==> config.mk <==
export PLATFORM = sky130hd
export DESIGN_NAME = ext_cs_decoder
export DESIGN_NICKNAME = d
export VERILOG_FILES = /design/src/rtl/csdec_pkg.sv /design/src/rtl/csdec_ctrl.sv /design/src/rtl/csdec_datapath.sv /design/src/rtl/ext_cs_decoder.sv
export SDC_FILE = /design/constraint.sdc
export NUM_CORES = 1
export LEC_CHECK = 0
export BUFFER_PORTS_ARGS = -buffer_cell sky130_fd_sc_hd__buf_2
export CAP_MARGIN = 20
export CELL_PAD_IN_SITES_DETAIL_PLACEMENT = 1
export CELL_PAD_IN_SITES_GLOBAL_PLACEMENT = 2
export CORE_MARGIN = 2
export CORE_UTILIZATION = 39
export DETAILED_ROUTE_END_ITERATION = 7
export PLACE_DENSITY_LB_ADDON = 0.08
export SLEW_MARGIN = 40
export SYNTH_ARGS = -nofsm -noshare
export SYNTH_HDL_FRONTEND = slang
export SYNTH_HIERARCHICAL = 1
export SYNTH_SLANG_ARGS = --single-unit
==> constraint.sdc <==
create_clock -name clk -period 3.7 [get_ports clk]
set_clock_uncertainty 0.15 [all_clocks]
set_input_delay 0.74 -clock clk [delete_from_list [all_inputs] [get_ports clk]]
set_output_delay 0.74 -clock clk [all_outputs]
set_load 0.01 [all_outputs]
==> src/rtl/csdec_pkg.sv <==
package csdec_pkg;
  localparam int NUM_CS = 4;
  localparam int MODE_W = 2;

  typedef struct packed {
    logic              blkOn;
    logic [NUM_CS-1:0] pinIsSel;
    logic [NUM_CS-1:0] selLive;
    logic [NUM_CS-1:0] actHigh;
  } csStrobe_t;
endpackage

==> src/rtl/csdec_ctrl.sv <==
module csdec_ctrl
  import csdec_pkg::*;
#(
  parameter int ADDR_W    = 24,
  parameter int ALIGN_LOG = 12,
  parameter int MIN_LOG   = 8,
  localparam int BASE_W   = ADDR_W - ALIGN_LOG,
  localparam int SIZE_W   = $clog2(ADDR_W + 1),
  localparam int IDX_W    = $clog2(NUM_CS)
) (
  input  logic                           clk,
  input  logic                           rstN,
  input  logic                           cfgWe,
  input  logic [IDX_W-1:0]               cfgIdx,
  input  logic [BASE_W-1:0]              cfgBase,
  input  logic [SIZE_W-1:0]              cfgSizeLog,
  input  logic                           cfgEn,
  input  logic                           cfgActHigh,
  input  logic                           blkEn,
  input  logic [MODE_W-1:0]              pinMode,
  output csStrobe_t                      strobes,
  output logic [NUM_CS-1:0][BASE_W-1:0]  baseArr,
  output logic [NUM_CS-1:0][SIZE_W-1:0]  sizeArr
);
  logic [NUM_CS-1:0][BASE_W-1:0] baseQ;
  logic [NUM_CS-1:0][SIZE_W-1:0] sizeQ;
  logic [NUM_CS-1:0]             enQ;
  logic [NUM_CS-1:0]             ahQ;
  logic [NUM_CS-1:0]             pinIsSel;

  always_ff @(posedge clk or negedge rstN) begin
    if (!rstN) begin
      baseQ <= '0;
      sizeQ <= SIZE_W'(MIN_LOG);
      enQ   <= '0;
      ahQ   <= '0;
    end else if (cfgWe) begin
      baseQ[cfgIdx] <= cfgBase;
      sizeQ[cfgIdx] <= cfgSizeLog;
      enQ[cfgIdx]   <= cfgEn;
      ahQ[cfgIdx]   <= cfgActHigh;
    end
  end

  // Pin sharing: pins given to address bits are taken from the low end.
  always_comb begin
    case (pinMode)
      2'd0:    pinIsSel = 4'b1111;
      2'd1:    pinIsSel = 4'b1110;
      2'd2:    pinIsSel = 4'b1100;
      default: pinIsSel = 4'b0000;
    endcase
  end

  for (genvar i = 0; i < NUM_CS; i++) begin : g_clamp
    always_comb begin
      if (sizeQ[i] < SIZE_W'(MIN_LOG))      sizeArr[i] = SIZE_W'(MIN_LOG);
      else if (sizeQ[i] > SIZE_W'(ADDR_W))  sizeArr[i] = SIZE_W'(ADDR_W);
      else                                  sizeArr[i] = sizeQ[i];
    end
  end

  assign baseArr          = baseQ;
  assign strobes.blkOn    = blkEn;
  assign strobes.pinIsSel = pinIsSel;
  assign strobes.selLive  = enQ & pinIsSel & {NUM_CS{blkEn}};
  assign strobes.actHigh  = ahQ;
endmodule

==> src/rtl/csdec_datapath.sv <==
module csdec_datapath
  import csdec_pkg::*;
#(
  parameter int ADDR_W    = 24,
  parameter int ALIGN_LOG = 12,
  parameter int PIN_LSB   = 16,
  localparam int BASE_W   = ADDR_W - ALIGN_LOG,
  localparam int SIZE_W   = $clog2(ADDR_W + 1)
) (
  input  logic                           clk,
  input  logic                           rstN,
  input  csStrobe_t                      strobes,
  input  logic [NUM_CS-1:0][BASE_W-1:0]  baseArr,
  input  logic [NUM_CS-1:0][SIZE_W-1:0]  sizeArr,
  input  logic                           addrValid,
  input  logic                           intHit,
  input  logic [ADDR_W-1:0]              busAddr,
  output logic [NUM_CS-1:0]              csPin
);
  logic [NUM_CS-1:0] hit;
  logic [NUM_CS-1:0] grant;
  logic [NUM_CS-1:0] pinNext;
  logic              claimed;

  for (genvar i = 0; i < NUM_CS; i++) begin : g_cmp
    logic [ADDR_W-1:0] mask;
    logic [ADDR_W-1:0] fullBase;
    assign mask     = {ADDR_W{1'b1}} << sizeArr[i];
    assign fullBase = {baseArr[i], {ALIGN_LOG{1'b0}}};
    assign hit[i]   = strobes.selLive[i] && (((busAddr ^ fullBase) & mask) == '0);
  end

  // Fixed ranking: internal memory, then select 0 down to select 3.
  always_comb begin
    grant   = '0;
    claimed = intHit || !addrValid || !strobes.blkOn;
    for (int i = 0; i < NUM_CS; i++) begin
      if (!claimed && hit[i]) begin
        grant[i] = 1'b1;
        claimed  = 1'b1;
      end
    end
  end

  for (genvar i = 0; i < NUM_CS; i++) begin : g_pin
    always_comb begin
      if (!strobes.blkOn)            pinNext[i] = ~strobes.actHigh[i];
      else if (!strobes.pinIsSel[i]) pinNext[i] = busAddr[PIN_LSB + i];
      else                           pinNext[i] = grant[i] ? strobes.actHigh[i] : ~strobes.actHigh[i];
    end
  end

  always_ff @(posedge clk or negedge rstN) begin
    if (!rstN) csPin <= '1;
    else       csPin <= pinNext;
  end

  // at most one select pin asserted.
  a_r5_single_select: assert property (@(posedge clk) disable iff (!rstN)
    1'b1 |=> $onehot0((csPin ~^ $past(strobes.actHigh)) &
                      $past(strobes.pinIsSel & {NUM_CS{strobes.blkOn}})));

  // internal hit silences every select pin.
  a_r6_internal_wins: assert property (@(posedge clk) disable iff (!rstN)
    (intHit && strobes.blkOn) |=>
      (((csPin ^ ~$past(strobes.actHigh)) & $past(strobes.pinIsSel)) == '0));

  // no valid address, no select.
  a_r12_invalid_idle: assert property (@(posedge clk) disable iff (!rstN)
    (!addrValid && strobes.blkOn) |=>
      (((csPin ^ ~$past(strobes.actHigh)) & $past(strobes.pinIsSel)) == '0));

  // disabled block drives inactive levels on every pin.
  a_r11_block_off: assert property (@(posedge clk) disable iff (!rstN)
    !strobes.blkOn |=> (csPin == ~$past(strobes.actHigh)));

  // a shared pin 0 follows the low shared address bit.
  a_r8_pin0_addr: assert property (@(posedge clk) disable iff (!rstN)
    (strobes.blkOn && !strobes.pinIsSel[0]) |=> (csPin[0] == $past(busAddr[PIN_LSB])));

  // a select that is not live never asserts.
  a_r10_dead_quiet: assert property (@(posedge clk) disable iff (!rstN)
    (strobes.blkOn && strobes.pinIsSel[1] && !strobes.selLive[1]) |=>
      (csPin[1] == ~$past(strobes.actHigh[1])));
endmodule

==> src/rtl/ext_cs_decoder.sv <==
module ext_cs_decoder
  import csdec_pkg::*;
#(
  parameter int ADDR_W    = 24,
  parameter int ALIGN_LOG = 12,
  parameter int MIN_LOG   = 8,
  parameter int PIN_LSB   = 16,
  localparam int BASE_W   = ADDR_W - ALIGN_LOG,
  localparam int SIZE_W   = $clog2(ADDR_W + 1),
  localparam int IDX_W    = $clog2(NUM_CS)
) (
  input  logic               clk,
  input  logic               rstN,
  input  logic               cfgWe,
  input  logic [IDX_W-1:0]   cfgIdx,
  input  logic [BASE_W-1:0]  cfgBase,
  input  logic [SIZE_W-1:0]  cfgSizeLog,
  input  logic               cfgEn,
  input  logic               cfgActHigh,
  input  logic               blkEn,
  input  logic [MODE_W-1:0]  pinMode,
  input  logic               addrValid,
  input  logic               intHit,
  input  logic [ADDR_W-1:0]  busAddr,
  output logic [NUM_CS-1:0]  csPin
);
  csStrobe_t                     strobes;
  logic [NUM_CS-1:0][BASE_W-1:0] baseArr;
  logic [NUM_CS-1:0][SIZE_W-1:0] sizeArr;

  csdec_ctrl #(.ADDR_W(ADDR_W), .ALIGN_LOG(ALIGN_LOG), .MIN_LOG(MIN_LOG)) ctrl_i (
    .clk(clk), .rstN(rstN), .cfgWe(cfgWe), .cfgIdx(cfgIdx), .cfgBase(cfgBase),
    .cfgSizeLog(cfgSizeLog), .cfgEn(cfgEn), .cfgActHigh(cfgActHigh),
    .blkEn(blkEn), .pinMode(pinMode), .strobes(strobes),
    .baseArr(baseArr), .sizeArr(sizeArr)
  );

  csdec_datapath #(.ADDR_W(ADDR_W), .ALIGN_LOG(ALIGN_LOG), .PIN_LSB(PIN_LSB)) dp_i (
    .clk(clk), .rstN(rstN), .strobes(strobes), .baseArr(baseArr), .sizeArr(sizeArr),
    .addrValid(addrValid), .intHit(intHit), .busAddr(busAddr), .csPin(csPin)
  );
endmodule

-- Yosys cells after proc, flatten, opt, wreduce, memory -nomap -nowiden
Cells that the tools add are included.
W data, S select, Z words.
- magnitude comparators: 10
- eq/ne operators: 2
- shifts and indexed selects: 4
- mux-type cells: 38
- bitwise gates (word level): 14
- reductions and logical operators: 22
- operator list (cell ; number):
    $and A24 B24 Y24 ; 4
    $logic_not A24 Y1 ; 4
    $shl A24 B5 Y24 const A ; 4
    $xor A24 B24 Y24 ; 4
    $bwmux W48 ; 1
    $mux W5 ; 9
    $demux W12 S2 ; 1
    $bwmux W20 ; 1
    $gt A5 B5 Y1 const B ; 4
    $lt A5 B4 Y1 const B ; 4
    $mux W1 ; 20
    $mux W12 ; 1
    $pmux W4 S3 ; 1
    $demux W5 S2 ; 1
    $logic_and A1 B1 Y1 ; 9
    $and A4 B4 Y4 ; 2
    $bwmux W4 ; 2
    $logic_not A1 Y1 ; 6
    $not A1 Y1 ; 4
    $lt A2 B3 Y1 const B ; 1
    $demux W1 S2 ; 1
    $eq A2 B1 Y1 const B ; 1
    $eq A2 B2 Y1 const B ; 1
    $ge A2 B1 Y1 const B ; 1
    2 further kinds ; 3
- register bits after elaboration: 80
- bits of input ports: 53
- output and inout bits: 4
- logic and storage cells: 101

-- Logic depth before layout (Yosys ltp)
- word-level depth: 21
- mapped depth: 11
- mapped depth without buffers: 10

-- By module
The synthesis kept the hierarchy.
- by module, submodules not included (module ; instances ; cells each ; area an instance (µm²) ; sequential area each (µm²)):
    csdec_ctrl ; 1 ; 196 ; 3226.8 ; 1903.1
    csdec_datapath ; 1 ; 270 ; 1864.3 ; 105.1

-- Least setup slack after synthesis
No wires, ideal clock.
- kind: input to register
- from: in busAddr[19]
- to: reg dp_i.csPin[2]
- setup time: 82 ps
- arrival time: 2375 ps
- data required time: 3468 ps
- slack: 1093 ps
- stages on the path: 8
- path buffers: 1
- path through: clkbuf_1 xor2_1 a221oi_2 a31oi_1 or4_4 o31ai_1 a21oi_1 o21bai_1
- longest elaborated chain between the ends: 15
- elaborated cells on any way between the ends: 23
- classes of those cells: mux: 6; bitwise: 6; reduce/logical: 11
- RTL lines (item ; line ; text):
    start, declared ; ext_cs_decoder.sv:24 ; input logic [ADDR_W-1:0] busAddr,
    $xor A24 B24 Y24 ; csdec_datapath.sv:30 ; assign hit[i] = strobes.selLive[i] && (((busAddr ^ fullBase) & mask) == '0);
    $and A24 B24 Y24 ; csdec_datapath.sv:30 ;
    $logic_not A24 Y1 ; csdec_datapath.sv:30 ;
    $logic_and A1 B1 Y1 ; csdec_datapath.sv:30 ;
    $logic_and A1 B1 Y1 ; csdec_datapath.sv:38 ; if (!claimed && hit[i]) begin
    $mux W1 ; csdec_datapath.sv:38 ;
    $logic_not A1 Y1 ; csdec_datapath.sv:38 ;
    $logic_and A1 B1 Y1 ; csdec_datapath.sv:38 ;
    $mux W1 ; csdec_datapath.sv:38 ;
    $logic_not A1 Y1 ; csdec_datapath.sv:38 ;
    $logic_and A1 B1 Y1 (*) ; csdec_datapath.sv:38 ;
    $mux W1 (*) ; csdec_datapath.sv:38 ;
    $mux W1 (*) ; csdec_datapath.sv:49 ; else pinNext[i] = grant[i] ? strobes.actHigh[i] : ~strobes.actHigh[i];
    $mux W1 (*) ; csdec_datapath.sv:48 ; else if (!strobes.pinIsSel[i]) pinNext[i] = busAddr[PIN_LSB + i];
    $mux W1 (*) ; csdec_datapath.sv:47 ; if (!strobes.blkOn) pinNext[i] = ~strobes.actHigh[i];
    via dp_i.pinNext[2] ; csdec_datapath.sv:22 ; logic [NUM_CS-1:0] pinNext;
    end signal, assigned ; csdec_datapath.sv:55 ; else csPin <= pinNext;
    end, declared ; csdec_datapath.sv:18 ; output logic [NUM_CS-1:0] csPin
The timed path passes the listed nets; every way through them passes the cells marked *.
A chain may end at the register's enable or synchronous reset.

==> flow_summary.ini <==
[routing]
drc = 0
routedWlPerCell_um = 22.8
avgViaCountPerCell = 5.57
drtAntennaViolNets = 0
first_pass_iters = 4
drtIter0Drc = 202
drt-total-wl_um = 15500
vias = 3800

[synthesis]
ys.flop_type = dfrtp_1
ys_seq_area_share_pct = 39.4
ys_warn_count = 6
async_flop_share_pct = 100
ys_seq_elements = 80
synth_edf_count = 0
synthesis.nets = 519
synth_area_sq_um = 5090
yosys.cell_types.count = 68
synth_cells = 466
syn_avg_cell_area_sq_um = 10.9

[outcome]
status = finished clean

[floorplan]
rows = 41
coreArea_sq_um = 12700
dieWidth_um = 118
die_area_sq_um = 14000
start_util_pct = 40.2
ioPinCount = 57
die_h_um = 118

[worst_setup_path]
arrival_ns = 3.34
r2r_setup_slack_ns = 0.48
cp-start-kind = flop
reg2reg_from = ctrl_i/sizeQ[14]
r2r_end = dp_i/csPin[2]
critPathCapture = dp_i/csPin[2]
worst-r2r-cell-count = 10
cp-end-kind = flop
path_max_fanout = 11
crit_required_ns = 3.82
crit_type = flop to flop
cp-startpoint = ctrl_i/sizeQ[14]

[cts]
clkTransAtPathRegs_ns = 0.06
clkLatencyLatePin_ns = 0.35
cts_made_buffers = 9
cts_resized = 0
cts-htree-levels = 3
cts_sinks = 80
root_buffer = clkbuf_16
clk_path_buf_depth = 2
cts_tree = done
post_cts_buffers = 0
holdBufCountCts = 0

[timing]
period_minus_slack_ns = 3.22
finalCritPeriodShare_pct = 87.0
slew_viol_final = 0
worst_slack_ns = 0.482
rsz0062_at_grt = no
slew_headroom_pct = 55.3
setup_viol = 0
fmax_mhz = 311
hold_viol = 0
finalSetupTns_ns = 0
worst_slew_pin_slew_ns = 0.670

[global_route]
antenna_found_initial = 0
grt_overflow_total = 0
grt_max_degree = 81
grt_pass1_wl_um = 24300
grt_pass1_vias = 4064
grt_usage_pct = 23.4

[finish]
area_growth_pct = 12.7
mostFrequentLayoutCell = dfrtp_1
antenna_cells = 0
final_cell_mix = dfrtp_1 (75), buf_2 (55), mux2_2 (46)
nNetsFinal = 558
drive_gt1_share_pct = 32.9

[power]
vdd_drop_max_mv = 0.250
total_leakage_power_nw = 2.51
combPwrFrac_pct = 30.4
sw_frac_of_total_pct = 32.8
p_seq_share_pct = 37.4
powerDensity_nw_per_um2 = 554
power_frac_clock_pct = 32.3
p_sw_mw = 1.04
p_int_mw = 2.14

[placement]
portBuffers = 56
finalWeightedCongestion = 0.939
dp_hpwl_um = 11500
pre_cts_ws_ns = 0.542

[hold_path]
min_path_type = input port to async pin

[flow_run]
drv_cap = 0
[logic make-up (layout without fill, tap and decap cells)]
| group | Yosys count | in the layout | share of synthesized area, % |
|---|---|---|---|
| flip-flops | 80 | 80 | 39.4 |
| AO/OA/AOI/OAI | 111 | 111 | 14.9 |
| buffers and inverters | 46 | 90 | 5.55 |
| AND/OR/NAND/NOR | 101 | 101 | 11.8 |
| XOR/XNOR | 52 | 52 | 9.24 |
| multiplexers | 76 | 76 | 19.0 |
[worst max-delay path, stage by stage (launching register included)]
cell and delay [ns]:
dfrtp_1 0.51, xor2_1 0.23, and2_1 0.41, nand2_1 0.20, a21oi_1 0.29, o21a_1 0.17, o311ai_1 0.09, or4_4 0.58
o31ai_1 0.25, a21oi_1 0.09, o21bai_1 0.15
[cells in the mapped netlist, types with 4 or more instances]
library cell	n	area share, %
and3_1	6	0.74
a22oi_1	4	0.59
mux2_4	30	8.8
inv_1	15	1.1
xnor2_1	14	2.4
clkbuf_1	12	0.88
nor2b_1	5	0.61
nand2_1	17	1.3
nand3b_1	4	0.59
o21a_1	5	0.74
a21oi_1	23	2.3
buf_6	5	1.1
and2_1	12	1.5
xor2_1	36	6.2
nor3_1	11	1.1
nor2_1	12	0.88
buf_2	7	0.69
buf_4	4	0.59
mux2_2	46	10
nand2b_1	10	1.2
o21ai_0	22	2.2
dfrtp_1	75	37
a31oi_1	9	1.1
o22ai_1	5	0.61
dfstp_2	5	2.6
a21o_1	4	0.59
[power by group through the flow]
stage	registers [mW]	logic, mW	clock network, mW
final	1.19	0.965	1.03
after global routing	1.21	1.06	1.09
after CTS	1.19	0.966	1.05
after detailed placement	1.20	0.959	0
after global placement	1.19	0.948	0
after floorplan	1.15	0.723	0
[worst min path at each step]
stage             startpoint  cells past startpoint            endpoint  slack [ns]
2_1_floorplan  ctrl_i/ahQ[0]                      1       dp_i/csPin[0]        0.25
3_3_place_gp   ctrl_i/ahQ[1]                      1       dp_i/csPin[1]        0.30
3_5_place_dp   ctrl_i/ahQ[1]                      1       dp_i/csPin[1]        0.30
4_1_cts        ctrl_i/ahQ[1]                      1       dp_i/csPin[1]        0.31
5_1_grt                 rstN                      1     ctrl_i/sizeQ[0]        0.33
6_report                rstN                      1  ctrl_i/baseArr[13]        0.28
[sequential cells by signal, summed over array words and instances (netlist names)]
name            flops
ctrl_i/ahQ          4
ctrl_i/baseArr     48
ctrl_i/enQ          4
ctrl_i/sizeQ       20
dp_i/csPin          4
[area by class of cell]
| class | instances | area [sq um] |
|---|---|---|
| Fill cell | 1428 | 6940 |
| Multi-Input combinational cell | 340 | 2810 |
| Sequential cell | 80 | 2010 |
| Timing Repair Buffer | 59 | 312 |
| Clock buffer | 10 | 229 |
| Tap cell | 172 | 215 |
| Clock inverter | 6 | 109 |
| Inverter | 15 | 56.3 |
[routing by layer]
layer | vias up | global-route usage (%) | part of all wire [%]
li1 | 1755 | - | -
met1 | 1929 | 32.1 | 47
met2 | 87 | 35.2 | 46
met3 | 29 | 4.54 | 4.2
met4 | 0 | 11.3 | 3.3
met5 | - | 0 | 0
[through the flow]
step	std cells	hold slack (ns)	util, %	area (sq um)	power, mW
floorplan	466	0.253	-	5090	1.87
global placement	666	0.296	42.5	5390	2.14
detailed placement	666	0.303	42.6	5400	2.16
CTS	682	0.312	45.2	5730	3.21
global route	682	0.332	45.3	5740	3.37
finish	682	0.276	45.3	5740	3.18
No activity file was read; power rests on OpenSTA's default activity.
